`src/rtl/ecp_pkg.sv`:
```
package ecp_pkg;
  localparam int BYTE_W = 8;

  typedef enum logic [2:0] {
    MD_STD    = 3'b000,
    MD_BIDIR  = 3'b001,
    MD_FIFO   = 3'b010,
    MD_XFER   = 3'b011,
    MD_RSV4   = 3'b100,
    MD_RSV5   = 3'b101,
    MD_TEST   = 3'b110,
    MD_CFG    = 3'b111
  } ecp_mode_e;

  localparam logic [1:0] OFF_FIFO = 2'd0;
  localparam logic [1:0] OFF_CFGB = 2'd1;
  localparam logic [1:0] OFF_CTRL = 2'd2;

  localparam logic [BYTE_W-1:0] CTRL_RST  = 8'h15;
  localparam logic [BYTE_W-1:0] CFGA_VAL  = 8'h14;
  localparam logic [BYTE_W-1:0] CFGB_BASE = 8'h08;
  localparam logic [BYTE_W-1:0] IDLE_RD   = 8'hFF;
endpackage

```
`src/rtl/ecp_ctrl_reg.sv`:
```
module ecp_ctrl_reg
  import ecp_pkg::*;
#(
  parameter int DW = 8,
  parameter int AW = 2
) (
  input  logic          clk,
  input  logic          rst,
  input  logic          io_wr,
  input  logic          io_hi,
  input  logic [AW-1:0] io_off,
  input  logic [DW-1:0] io_wdata,
  output logic [DW-1:0] ctrl_q,
  output logic          svc_fall,
  output logic          dma_go,
  output logic          dmaen_next,
  output logic          autofeed,
  output logic          fifo_clear,
  output logic          dma_start,
  output logic          engine_stop
);
  logic ctrl_wr, svc_rise;

  assign ctrl_wr    = io_wr && io_hi && (io_off == AW'(OFF_CTRL));
  assign svc_fall   = ctrl_wr && ctrl_q[2] && !io_wdata[2];
  assign svc_rise   = ctrl_wr && !ctrl_q[2] && io_wdata[2];
  assign dma_go     = svc_fall && io_wdata[3];
  assign dmaen_next = ctrl_wr ? io_wdata[3] : ctrl_q[3];

  always_ff @(posedge clk) begin
    if (rst) begin
      ctrl_q      <= DW'(CTRL_RST);
      autofeed    <= 1'b0;
      fifo_clear  <= 1'b0;
      dma_start   <= 1'b0;
      engine_stop <= 1'b0;
    end else begin
      fifo_clear  <= svc_fall;
      dma_start   <= dma_go;
      engine_stop <= svc_rise;
      if (ctrl_wr) begin
        ctrl_q   <= io_wdata;
        autofeed <= |io_wdata[3:2];
      end
    end
  end

  // a clear pulse follows a stored bit 2 falling
  p_clear_fall_r8: assert property (@(posedge clk) disable iff (rst)
    fifo_clear |-> (!ctrl_q[2] && $past(ctrl_q[2])));
  // a DMA start comes only with a clear and DMA enabled
  p_start_dma_r8: assert property (@(posedge clk) disable iff (rst)
    dma_start |-> (fifo_clear && ctrl_q[3]));
  // a stop pulse follows a stored bit 2 rising
  p_stop_rise_r13: assert property (@(posedge clk) disable iff (rst)
    engine_stop |-> (ctrl_q[2] && !$past(ctrl_q[2])));
endmodule

```
`src/rtl/ecp_service.sv`:
```
module ecp_service (
  input  logic clk,
  input  logic rst,
  input  logic svc_off,
  input  logic dma_en,
  input  logic svc_fall,
  input  logic dma_go,
  input  logic dmaen_next,
  input  logic ctl_dir,
  input  logic fifo_thresh,
  input  logic xfer_done,
  output logic svc_stat,
  output logic irq
);
  logic fifo_stat_q, dma_stat_q;

  always_ff @(posedge clk) begin
    if (rst) begin
      fifo_stat_q <= 1'b0;
      dma_stat_q  <= 1'b0;
      irq         <= 1'b0;
    end else begin
      if (dma_go)
        fifo_stat_q <= 1'b0;
      else if (!dmaen_next)
        fifo_stat_q <= ctl_dir ? fifo_thresh : !fifo_thresh;

      if (svc_fall)
        dma_stat_q <= 1'b0;
      else if (xfer_done && dma_en && !svc_off)
        dma_stat_q <= 1'b1;

      irq <= !svc_off && (fifo_stat_q || dma_stat_q);
    end
  end

  assign svc_stat = fifo_stat_q || dma_stat_q;

  // service interrupt masked while bit 2 is set
  p_irq_mask_r11: assert property (@(posedge clk) disable iff (rst)
    svc_off |=> !irq);
  // engine completion raises the service status
  p_dma_done_r10: assert property (@(posedge clk) disable iff (rst)
    (xfer_done && dma_en && !svc_off) |=> svc_stat);
endmodule

```
`src/rtl/ecp_port_route.sv`:
```
module ecp_port_route
  import ecp_pkg::*;
#(
  parameter int DW        = 8,
  parameter int AW        = 2,
  parameter int IRQ_W     = 4,
  parameter int DMA_W     = 3,
  parameter int IRQ_MATCH = 5
) (
  input  logic             clk,
  input  logic             rst,
  input  logic             io_wr,
  input  logic             io_rd,
  input  logic             io_hi,
  input  logic [AW-1:0]    io_off,
  input  logic [DW-1:0]    io_wdata,
  input  logic [DW-1:0]    ctrl_q,
  input  logic             svc_stat,
  input  logic             irq,
  input  logic             ctl_dir,
  input  logic [IRQ_W-1:0] irq_num,
  input  logic [DMA_W-1:0] dma_chan,
  input  logic             fifo_full,
  input  logic             fifo_empty,
  input  logic [DW-1:0]    fifo_head,
  output logic             fifo_push,
  output logic             fifo_push_tag,
  output logic [DW-1:0]    fifo_push_data,
  output logic             fifo_pop,
  output logic [DW-1:0]    io_rdata
);
  ecp_mode_e mode;
  logic          push_c, tag_c, pop_c;
  logic [DW-1:0] rd_c, cfgb;

  assign mode = ecp_mode_e'(ctrl_q[DW-1 -: 3]);

  always_comb begin
    cfgb = DW'(CFGB_BASE);
    if (irq) cfgb[6] = 1'b1;
    if (irq_num == IRQ_W'(IRQ_MATCH)) cfgb[5:4] = 2'b11;
    if (dma_chan >= DMA_W'(1) && dma_chan <= DMA_W'(3)) cfgb = cfgb | DW'(dma_chan);
  end

  always_comb begin
    push_c = 1'b0;
    tag_c  = 1'b1;
    if (io_wr && io_hi && io_off == AW'(OFF_FIFO)) begin
      unique case (mode)
        MD_FIFO, MD_TEST: push_c = 1'b1;
        MD_XFER:          push_c = !ctl_dir;
        default:          push_c = 1'b0;
      endcase
    end else if (io_wr && !io_hi && io_off == AW'(0) && mode == MD_XFER) begin
      push_c = 1'b1;
      tag_c  = 1'b0;
    end
  end

  always_comb begin
    rd_c  = DW'(IDLE_RD);
    pop_c = 1'b0;
    if (io_hi) begin
      if (io_off == AW'(OFF_FIFO)) begin
        unique case (mode)
          MD_XFER: if (ctl_dir && !fifo_empty) begin pop_c = 1'b1; rd_c = fifo_head; end
          MD_TEST: if (!fifo_empty) begin pop_c = 1'b1; rd_c = fifo_head; end
          MD_CFG:  rd_c = DW'(CFGA_VAL);
          default: rd_c = DW'(IDLE_RD);
        endcase
      end else if (io_off == AW'(OFF_CFGB)) begin
        if (mode == MD_CFG) rd_c = cfgb;
      end else if (io_off == AW'(OFF_CTRL)) begin
        rd_c = ctrl_q | {{(DW-3){1'b0}}, svc_stat, fifo_full, fifo_empty};
      end
    end
  end

  assign fifo_push      = push_c && !fifo_full;
  assign fifo_push_tag  = tag_c;
  assign fifo_push_data = io_wdata;
  assign fifo_pop       = io_rd && pop_c;

  always_ff @(posedge clk) begin
    if (rst)        io_rdata <= DW'(IDLE_RD);
    else if (io_rd) io_rdata <= rd_c;
  end

  // no push into a full FIFO
  p_push_room_r3: assert property (@(posedge clk) disable iff (rst)
    fifo_push |-> !fifo_full);
  // data pushes in transfer mode only when forward
  p_xfer_dir_r3: assert property (@(posedge clk) disable iff (rst)
    (fifo_push && fifo_push_tag && ctrl_q[7:5] == 3'b011) |-> !ctl_dir);
  // no pop from an empty FIFO
  p_pop_data_r5: assert property (@(posedge clk) disable iff (rst)
    fifo_pop |-> !fifo_empty);
endmodule

```
`src/rtl/ecp_ecr_unit.sv`:
```
module ecp_ecr_unit
  import ecp_pkg::*;
#(
  parameter int DW        = 8,
  parameter int AW        = 2,
  parameter int IRQ_W     = 4,
  parameter int DMA_W     = 3,
  parameter int IRQ_MATCH = 5
) (
  input  logic             clk,
  input  logic             rst,
  input  logic             io_wr,
  input  logic             io_rd,
  input  logic             io_hi,
  input  logic [AW-1:0]    io_off,
  input  logic [DW-1:0]    io_wdata,
  output logic [DW-1:0]    io_rdata,
  input  logic             ctl_dir,
  input  logic [IRQ_W-1:0] irq_num,
  input  logic [DMA_W-1:0] dma_chan,
  input  logic             fifo_full,
  input  logic             fifo_empty,
  input  logic             fifo_thresh,
  input  logic [DW-1:0]    fifo_head,
  input  logic             xfer_done,
  output logic             fifo_push,
  output logic             fifo_push_tag,
  output logic [DW-1:0]    fifo_push_data,
  output logic             fifo_pop,
  output logic             fifo_clear,
  output logic             dma_start,
  output logic             engine_stop,
  output logic             autofeed,
  output logic             irq
);
  logic [DW-1:0] ctrl_q;
  logic          svc_fall, dma_go, dmaen_next, svc_stat;

  ecp_ctrl_reg #(.DW(DW), .AW(AW)) u_ctrl (
    .clk(clk), .rst(rst), .io_wr(io_wr), .io_hi(io_hi), .io_off(io_off),
    .io_wdata(io_wdata), .ctrl_q(ctrl_q), .svc_fall(svc_fall), .dma_go(dma_go),
    .dmaen_next(dmaen_next), .autofeed(autofeed), .fifo_clear(fifo_clear),
    .dma_start(dma_start), .engine_stop(engine_stop)
  );

  ecp_service u_svc (
    .clk(clk), .rst(rst), .svc_off(ctrl_q[2]), .dma_en(ctrl_q[3]),
    .svc_fall(svc_fall), .dma_go(dma_go), .dmaen_next(dmaen_next),
    .ctl_dir(ctl_dir), .fifo_thresh(fifo_thresh), .xfer_done(xfer_done),
    .svc_stat(svc_stat), .irq(irq)
  );

  ecp_port_route #(.DW(DW), .AW(AW), .IRQ_W(IRQ_W), .DMA_W(DMA_W),
                   .IRQ_MATCH(IRQ_MATCH)) u_route (
    .clk(clk), .rst(rst), .io_wr(io_wr), .io_rd(io_rd), .io_hi(io_hi),
    .io_off(io_off), .io_wdata(io_wdata), .ctrl_q(ctrl_q), .svc_stat(svc_stat),
    .irq(irq), .ctl_dir(ctl_dir), .irq_num(irq_num), .dma_chan(dma_chan),
    .fifo_full(fifo_full), .fifo_empty(fifo_empty), .fifo_head(fifo_head),
    .fifo_push(fifo_push), .fifo_push_tag(fifo_push_tag),
    .fifo_push_data(fifo_push_data), .fifo_pop(fifo_pop), .io_rdata(io_rdata)
  );
endmodule

```
`config.mk`:
```
export PLATFORM = sky130hd
export DESIGN_NAME = ecp_ecr_unit
export DESIGN_NICKNAME = d
export VERILOG_FILES = /design/src/rtl/ecp_pkg.sv /design/src/rtl/ecp_ctrl_reg.sv /design/src/rtl/ecp_service.sv /design/src/rtl/ecp_port_route.sv /design/src/rtl/ecp_ecr_unit.sv
export SDC_FILE = /design/constraint.sdc
export NUM_CORES = 1
export LEC_CHECK = 0
export BUFFER_PORTS_ARGS = -buffer_cell sky130_fd_sc_hd__clkbuf_2
export CAP_MARGIN = 5
export CORE_MARGIN = 3
export CORE_UTILIZATION = 35
export CTS_CLUSTER_DIAMETER = 60
export DETAILED_ROUTE_END_ITERATION = 6
export GPL_ROUTABILITY_DRIVEN = 0
export GPL_TIMING_DRIVEN = 1
export HOLD_SLACK_MARGIN = 0.06
export PLACE_DENSITY = 0.64
export SETUP_SLACK_MARGIN = 0.2
export SLEW_MARGIN = 20
export SYNTH_ARGS = -nofsm -noshare
export SYNTH_HDL_FRONTEND = slang
export SYNTH_SLANG_ARGS = --single-unit
```
`constraint.sdc`:
```
create_clock -name clk -period 1.2 [get_ports clk]
set_input_delay 0.24 -clock clk [delete_from_list [all_inputs] [get_ports clk]]
set_output_delay 0.24 -clock clk [all_outputs]
set_load 0.05 [all_outputs]
```
Yosys cells after proc, flatten, opt, wreduce, memory -nomap -nowiden:

Cells that the tools add are included.

* register bits: 23
* logic and storage cells: 74

* magnitude comparators: 2
* equal/unequal tests: 7
* multiplexer cells: 23
* bitwise gates (word level): 2
* reduce and logical (&&, ||, !) cells: 31

Operators with widths (count)
* $mux 8: 8
* $pmux 8 s3: 1
* $logic_and 1x1->1: 18
* $mux 1: 11
* $or 8x3->8: 1
* $reduce_or 2->1: 4
* $logic_not 1->1: 7
* $or 7x3->7: 1
* $eq 3x2->1 const B: 2
* $eq 3x3->1 const B: 2
* $eq 4x3->1 const B: 1
* $pmux 1 s2: 2
* $ge 3x1->1 const B: 1
* $le 3x2->1 const B: 1
* $eq 2x1->1 const B: 1
* $eq 2x2->1 const B: 1
* $logic_not 2->1: 1
* $mux 2: 1
* $logic_or 1x1->1: 1

Depth between registers and ports, before layout:

* word-level depth: 8
* mapped depth: 6
* mapped depth without buffers: 4

Cells and area by module:

A second synthesis with hierarchy kept.

* cell total of the unflattened synthesis: 167
* area total of the unflattened synthesis: 1377.6 µm²

Modules (own cells, without submodules)
* ecp_port_route: instances 1, cells each 103, area an instance 737.0 µm², seq. area each 160.2 µm²
* ecp_ctrl_reg: instances 1, cells each 52, area an instance 520.5 µm², seq. area each 240.2 µm²
* ecp_service: instances 1, cells each 12, area an instance 120.1 µm², seq. area each 60.1 µm²

Worst setup path before layout:

OpenSTA, ideal clock, no wires.

* path type: register -> output
* start: register u_ctrl.ctrl_q[7]
* end: output fifo_push
* arrival: 2.310 ns
* data required time: 0.960 ns
* path slack: -1.350 ns
* stages on the path, launching flop included: 6
* path through: dfxtp_1 buf_2 clkbuf_1 a21oi_1 mux2i_1 nor4_1

* word-level cells in the longest chain between the ends: 5

Ends and longest elaborated chain
* start: declaration: line ecp_ctrl_reg.sv:13 `output logic [DW-1:0] ctrl_q,`
* start signal: assignment: line ecp_ctrl_reg.sv:32 `ctrl_q <= DW'(CTRL_RST);`
* start signal: assignment: line ecp_ctrl_reg.sv:42 `ctrl_q <= io_wdata;`
* $eq 3x2->1 (tied with other cells): line ecp_port_route.sv:49 `unique case (mode)`
* $reduce_or 2->1 / $logic_and 1x1->1 (equally long branches): line ecp_port_route.sv:49, ecp_port_route.sv:54
* $pmux 1 s2 / $mux 1 (equally long branches): line ecp_port_route.sv:49, ecp_port_route.sv:54
* $mux 1 (*): line ecp_port_route.sv:48 `if (io_wr && io_hi && io_off == AW'(OFF_FIFO)) begin`
* $logic_and 1x1->1 (*): line ecp_port_route.sv:79 `assign fifo_push = push_c && !fifo_full;`
* end: declaration: line ecp_ecr_unit.sv:26 `output logic fifo_push,`

Mark *: on every way between the ends. The rest lies on a longest branch, timed or not.

Final worst setup path:

* start: register u_ctrl.ctrl_q[5]
* end: output fifo_pop

* word-level cells in the longest chain between the ends: 5

Ends and longest elaborated chain
* $eq 3x3->1 / $eq 3x2->1 (equally long branches): line ecp_port_route.sv:65 `unique case (mode)`
* $pmux 1 s2 (*): line ecp_port_route.sv:65
* $mux 1 (*): line ecp_port_route.sv:64 `if (io_off == AW'(OFF_FIFO)) begin`
* $mux 1 (*): line ecp_port_route.sv:63 `if (io_hi) begin`
* $logic_and 1x1->1 (*): line ecp_port_route.sv:82 `assign fifo_pop = io_rd && pop_c;`
* end: declaration: line ecp_ecr_unit.sv:29 `output logic fifo_pop,`

Marked as above.

==> results.txt <==
----------------------------------------------------
[Run status]
  Run status ... complete, but fails checks
  Failing checks ... negative setup slack

[Power and ir drop]
  PwrDens ... ~740 nW/um^2
  Combinational cell fraction of total power ... 27.2%
  Leak ... 1.023 nW
  Total internal power ... 1.238 mW
  Switching power of the nets ... 0.5408 mW
  Register share of total power ... 44.8%
  Switching power share of the total ... 30.40%
  Max IR drop VDD ... slightly above 700 uV
  Relative contribution of the clock network to total power ... 27.9%

[Synth]
  Ranking of synthesized cells by area ... sky130_fd_sc_hd__dfxtp_1 36%, sky130_fd_sc_hd__a21oi_1 5.0%, sky130_fd_sc_hd__nand2_1 4.9%
  Number of distinct standard cells referenced by the synthesized netlist ... 41
  Share of synthesized registers carrying an async set or reset ... 0%
  Synth area leader ... sky130_fd_sc_hd__dfxtp_1
  Net Count, Synth ... 198
  Post-Syn Area per Cell ... 7.945 um^2
  Gate count after technology mapping ... around 160
  Most used flip-flop cell after synthesis ... sky130_fd_sc_hd__dfxtp_1
  Cell area after synthesis ... 1295 um^2
  Yosys warning count ... 0
  #FFs+latches synth ... 23
  Post-synthesis sequential area ratio ... 35.56%
  Share of the synthesized area in the top cell type ... 35.56%
  Number of enable-type register cells in the synthesized netlist ... 0

[Clock tree]
  H-tree depth ... 1
  Clock slew at reported path FFs ... 80 ps
  Number of buffers created by CTS ... 3
  Buffer levels on the longest clock path ... 2
  CTS root buf ... sky130_fd_sc_hd__clkbuf_8
  TritonCTS clock tree ... built
  Num Clock Sinks ... 23
  Cts-stage hold buffer count ... 0
  Clock latency of the later-clocked register in the worst-skew pair ... between 200 and 300 ps

[Timing]
  Final-layout setup total negative slack ... -2499 ps
  Total count of hold-check failures in the final report ... 0
  Unrepaired setup endpoints after global routing ... true
  Portion of the clock cycle consumed by the worst path in the final layout ... 137.2%
  Fmax achieved ... 607.2 MHz
  Final count of pins violating max slew ... 0
  Final critical path time including I/O delays and setup ... between 1500 and 2000 ps
  Slew at the pin closest to its max-slew limit ... 390.8 ps
  Final setup viols ... 11
  Worst-case clock skew ... 3.713 ps
  Worst-case setup margin in the final layout ... -447.0 ps
  Worst-case headroom to the max-slew limit ... between 70% and 80%

[Layout]
  Share of final-layout standard cells stronger than drive strength 1 ... 59.29%
  Most common cell after layout, fill and taps aside ... sky130_fd_sc_hd__clkbuf_2
  Most frequent cells in the layout ... 40 x sky130_fd_sc_hd__clkbuf_2, 39 x sky130_fd_sc_hd__buf_4, 16 x sky130_fd_sc_hd__nand2_1
  Number of diodes added for antenna fixing ... 0
  # nets final ... 289
  Synth-to-Final Area Change ... 84.44%

[GRT]
  First-pass GRT wire length ... 6713 um
  Maximum number of pins on one net before global-route repair ... 20
  GR Overflow Total ... 0
  Vias in the first global route ... 1,511
  Number of antenna violations at the first check in global routing ... 0
  Overall routing resource usage ... 19.56%

[Setup path]
  Critical Path Sink Type ... output pin
  Reg-to-reg slack, setup ... -370 ps
  Crit path max fanout ... 5
  Critical Path AT ... 1410 ps
  Buf/Inv on CP ... 2
  CP max-delay cell ... sky130_fd_sc_hd__dfxtp_2
  Top Family by Delay on Critical Path ... flip-flops
  Category of the most critical setup path ... reg -> out
  Startpoint Class ... register
  Critical Path RT ... 960 ps
  Critical path's largest stage delay ... 340 ps
  Crit-path cells ... buf_6 > nand2b_1 > a21o_1 > nor3_4 > buf_12

[Detailed routing]
  Number of routed nets with antenna violations ... 0
  Final routed DRC violation total ... 0
  Vias after detailed routing ... 1,568
  Drt first pass iters ... 4
  Number of vias per cell ... 5.244
  Number of design-rule violations left by the first detailed-router iteration ... 85
  Avg WL per Cell ... 15.28 um
  Detailed Route WL ... 4569 um

[Placement]
  Pre-CTS setup slack ... -327.3 ps
  Half-perimeter wire length after detailed placement ... 2995 um
  IO Port Bufs ... 58

[Run]
  Total of max-cap violations ... 0

[Floorplan]
  Total number of placement rows ... 21
  Std-Cell Core Area ... 3442 um^2
  Starting density of the core ... 37.62%
  DIE AREA ... about 4500 um^2
  Die Wd ... roughly 67 um
  Number of primary I/O pins ... 59
  Overall die height ... 66.83 um

[Min path]
  Path class of the lowest-slack min-delay path ... in -> reg

----------------------------------------------------
repair_timing:
item,4_1_cts,5_1_grt
buffers inserted,6,7
endpoints found under the setup margin,28,27
resized for setup,66,33
pin swaps,6,12
per-layer routing:
layer  vias up  share of wire, %  track usage (%)
li1        763                 -                -
met1       738                43            24.69
met2        54                49            32.30
met3        13               5.7            3.879
met4         0               2.4            7.868
met5         -                 0                0
worst reg2reg max path, stage by stage, from the launching register on:
cell                       delay [ps]
sky130_fd_sc_hd__dfxtp_2          340
sky130_fd_sc_hd__buf_6            130
sky130_fd_sc_hd__nand2b_1         140
sky130_fd_sc_hd__a21o_1           200
sky130_fd_sc_hd__buf_4            150
sky130_fd_sc_hd__buf_6            100
sky130_fd_sc_hd__buf_4            130
sky130_fd_sc_hd__o211ai_1         160
sky130_fd_sc_hd__nand4b_1         110
cells in the mapped netlist (2+ instances only):
cell type                   n
sky130_fd_sc_hd__dfxtp_1   23
sky130_fd_sc_hd__nand2_1   17
sky130_fd_sc_hd__nor2_1    14
sky130_fd_sc_hd__a21oi_1   13
sky130_fd_sc_hd__clkbuf_1   9
sky130_fd_sc_hd__nor3_1     9
sky130_fd_sc_hd__buf_4      8
sky130_fd_sc_hd__o21ai_1    8
sky130_fd_sc_hd__o21ai_0    6
sky130_fd_sc_hd__a31oi_1    4
sky130_fd_sc_hd__a41oi_1    4
sky130_fd_sc_hd__buf_2      4
sky130_fd_sc_hd__mux2i_1    3
sky130_fd_sc_hd__nand2b_1   3
sky130_fd_sc_hd__nand3b_1   3
sky130_fd_sc_hd__nor4bb_1   3
sky130_fd_sc_hd__a211oi_1   2
sky130_fd_sc_hd__a21o_1     2
sky130_fd_sc_hd__nand4b_1   2
sky130_fd_sc_hd__nor2b_1    2
sky130_fd_sc_hd__nor3b_1    2
sky130_fd_sc_hd__o31ai_1    2
sky130_fd_sc_hd__or2_1      2
stage by stage:
| stage | instance area, um^2 | instances | power (mW) | util, % | hold WS, ps |
|---|---|---|---|---|---|
| after global routing | 2389 | 299 | 1.849 | 69.39 | 201.4 |
| after CTS | 2225 | 292 | 1.741 | 64.63 | 184.5 |
| after global placement | 1873 | 282 | 1.208 | 54.42 | 452.7 |
| after floorplan | 1388 | 163 | 1.068 | - | 357.3 |
| after detailed placement | 1873 | 282 | 1.212 | 54.42 | 457.1 |
| final | 2389 | 299 | 1.779 | 69.39 | 184.4 |
path summary, 6_finish.rpt:
kind	start	endpoint	depth (start not counted)
worst max-delay path	u_ctrl.ctrl_q[5]	fifo_pop	5
worst min-delay path	io_wdata[4]	u_ctrl.ctrl_q[4]	3
worst max register to register	u_ctrl.ctrl_q[5]	u_route.io_rdata[4]	8
worst min register to register	u_ctrl.ctrl_q[1]	u_ctrl.ctrl_q[1]	2
cells by family (layout without fill, tap and decap cells):
group                  Yosys count  count (layout)  synth area share [%]
buffers and inverters           23             113                 9.951
AND/OR/NAND/NOR                 66              66                 28.99
AO/OA/AOI/OAI                   47              47                 22.51
XOR/XNOR                         1               1                0.6765
multiplexers                     3               3                 2.319
flip-flops                      23              23                 35.56
power groups by stage:
stage	Clock (mW)	Combinational, mW	Sequential [mW]
2_1_floorplan	0	0.223	0.845
3_3_place_gp	0	0.395	0.812
3_5_place_dp	0	0.399	0.813
4_1_cts	0.500	0.442	0.799
5_1_grt	0.532	0.518	0.800
6_report	0.497	0.484	0.798
registers in the layout, summed over array words and instances (netlist names):
| register | count |
|---|---|
| u_ctrl.autofeed | 1 |
| u_ctrl.ctrl_q | 8 |
| u_ctrl.dma_start | 1 |
| u_ctrl.engine_stop | 1 |
| u_ctrl.fifo_clear | 1 |
| u_route.io_rdata | 8 |
| u_svc.dma_stat_q | 1 |
| u_svc.fifo_stat_q | 1 |
| u_svc.irq | 1 |
area by class of cell:
type                       count  area, um^2
sequential                    23       485.5
tap                           46       57.56
clock buffer                   4       45.04
inverter                       1       3.754
timing repair buffer         108       945.9
multi-input combinational    117       850.8
fill                         262        1054
Power figures use the tool's default switching activity.
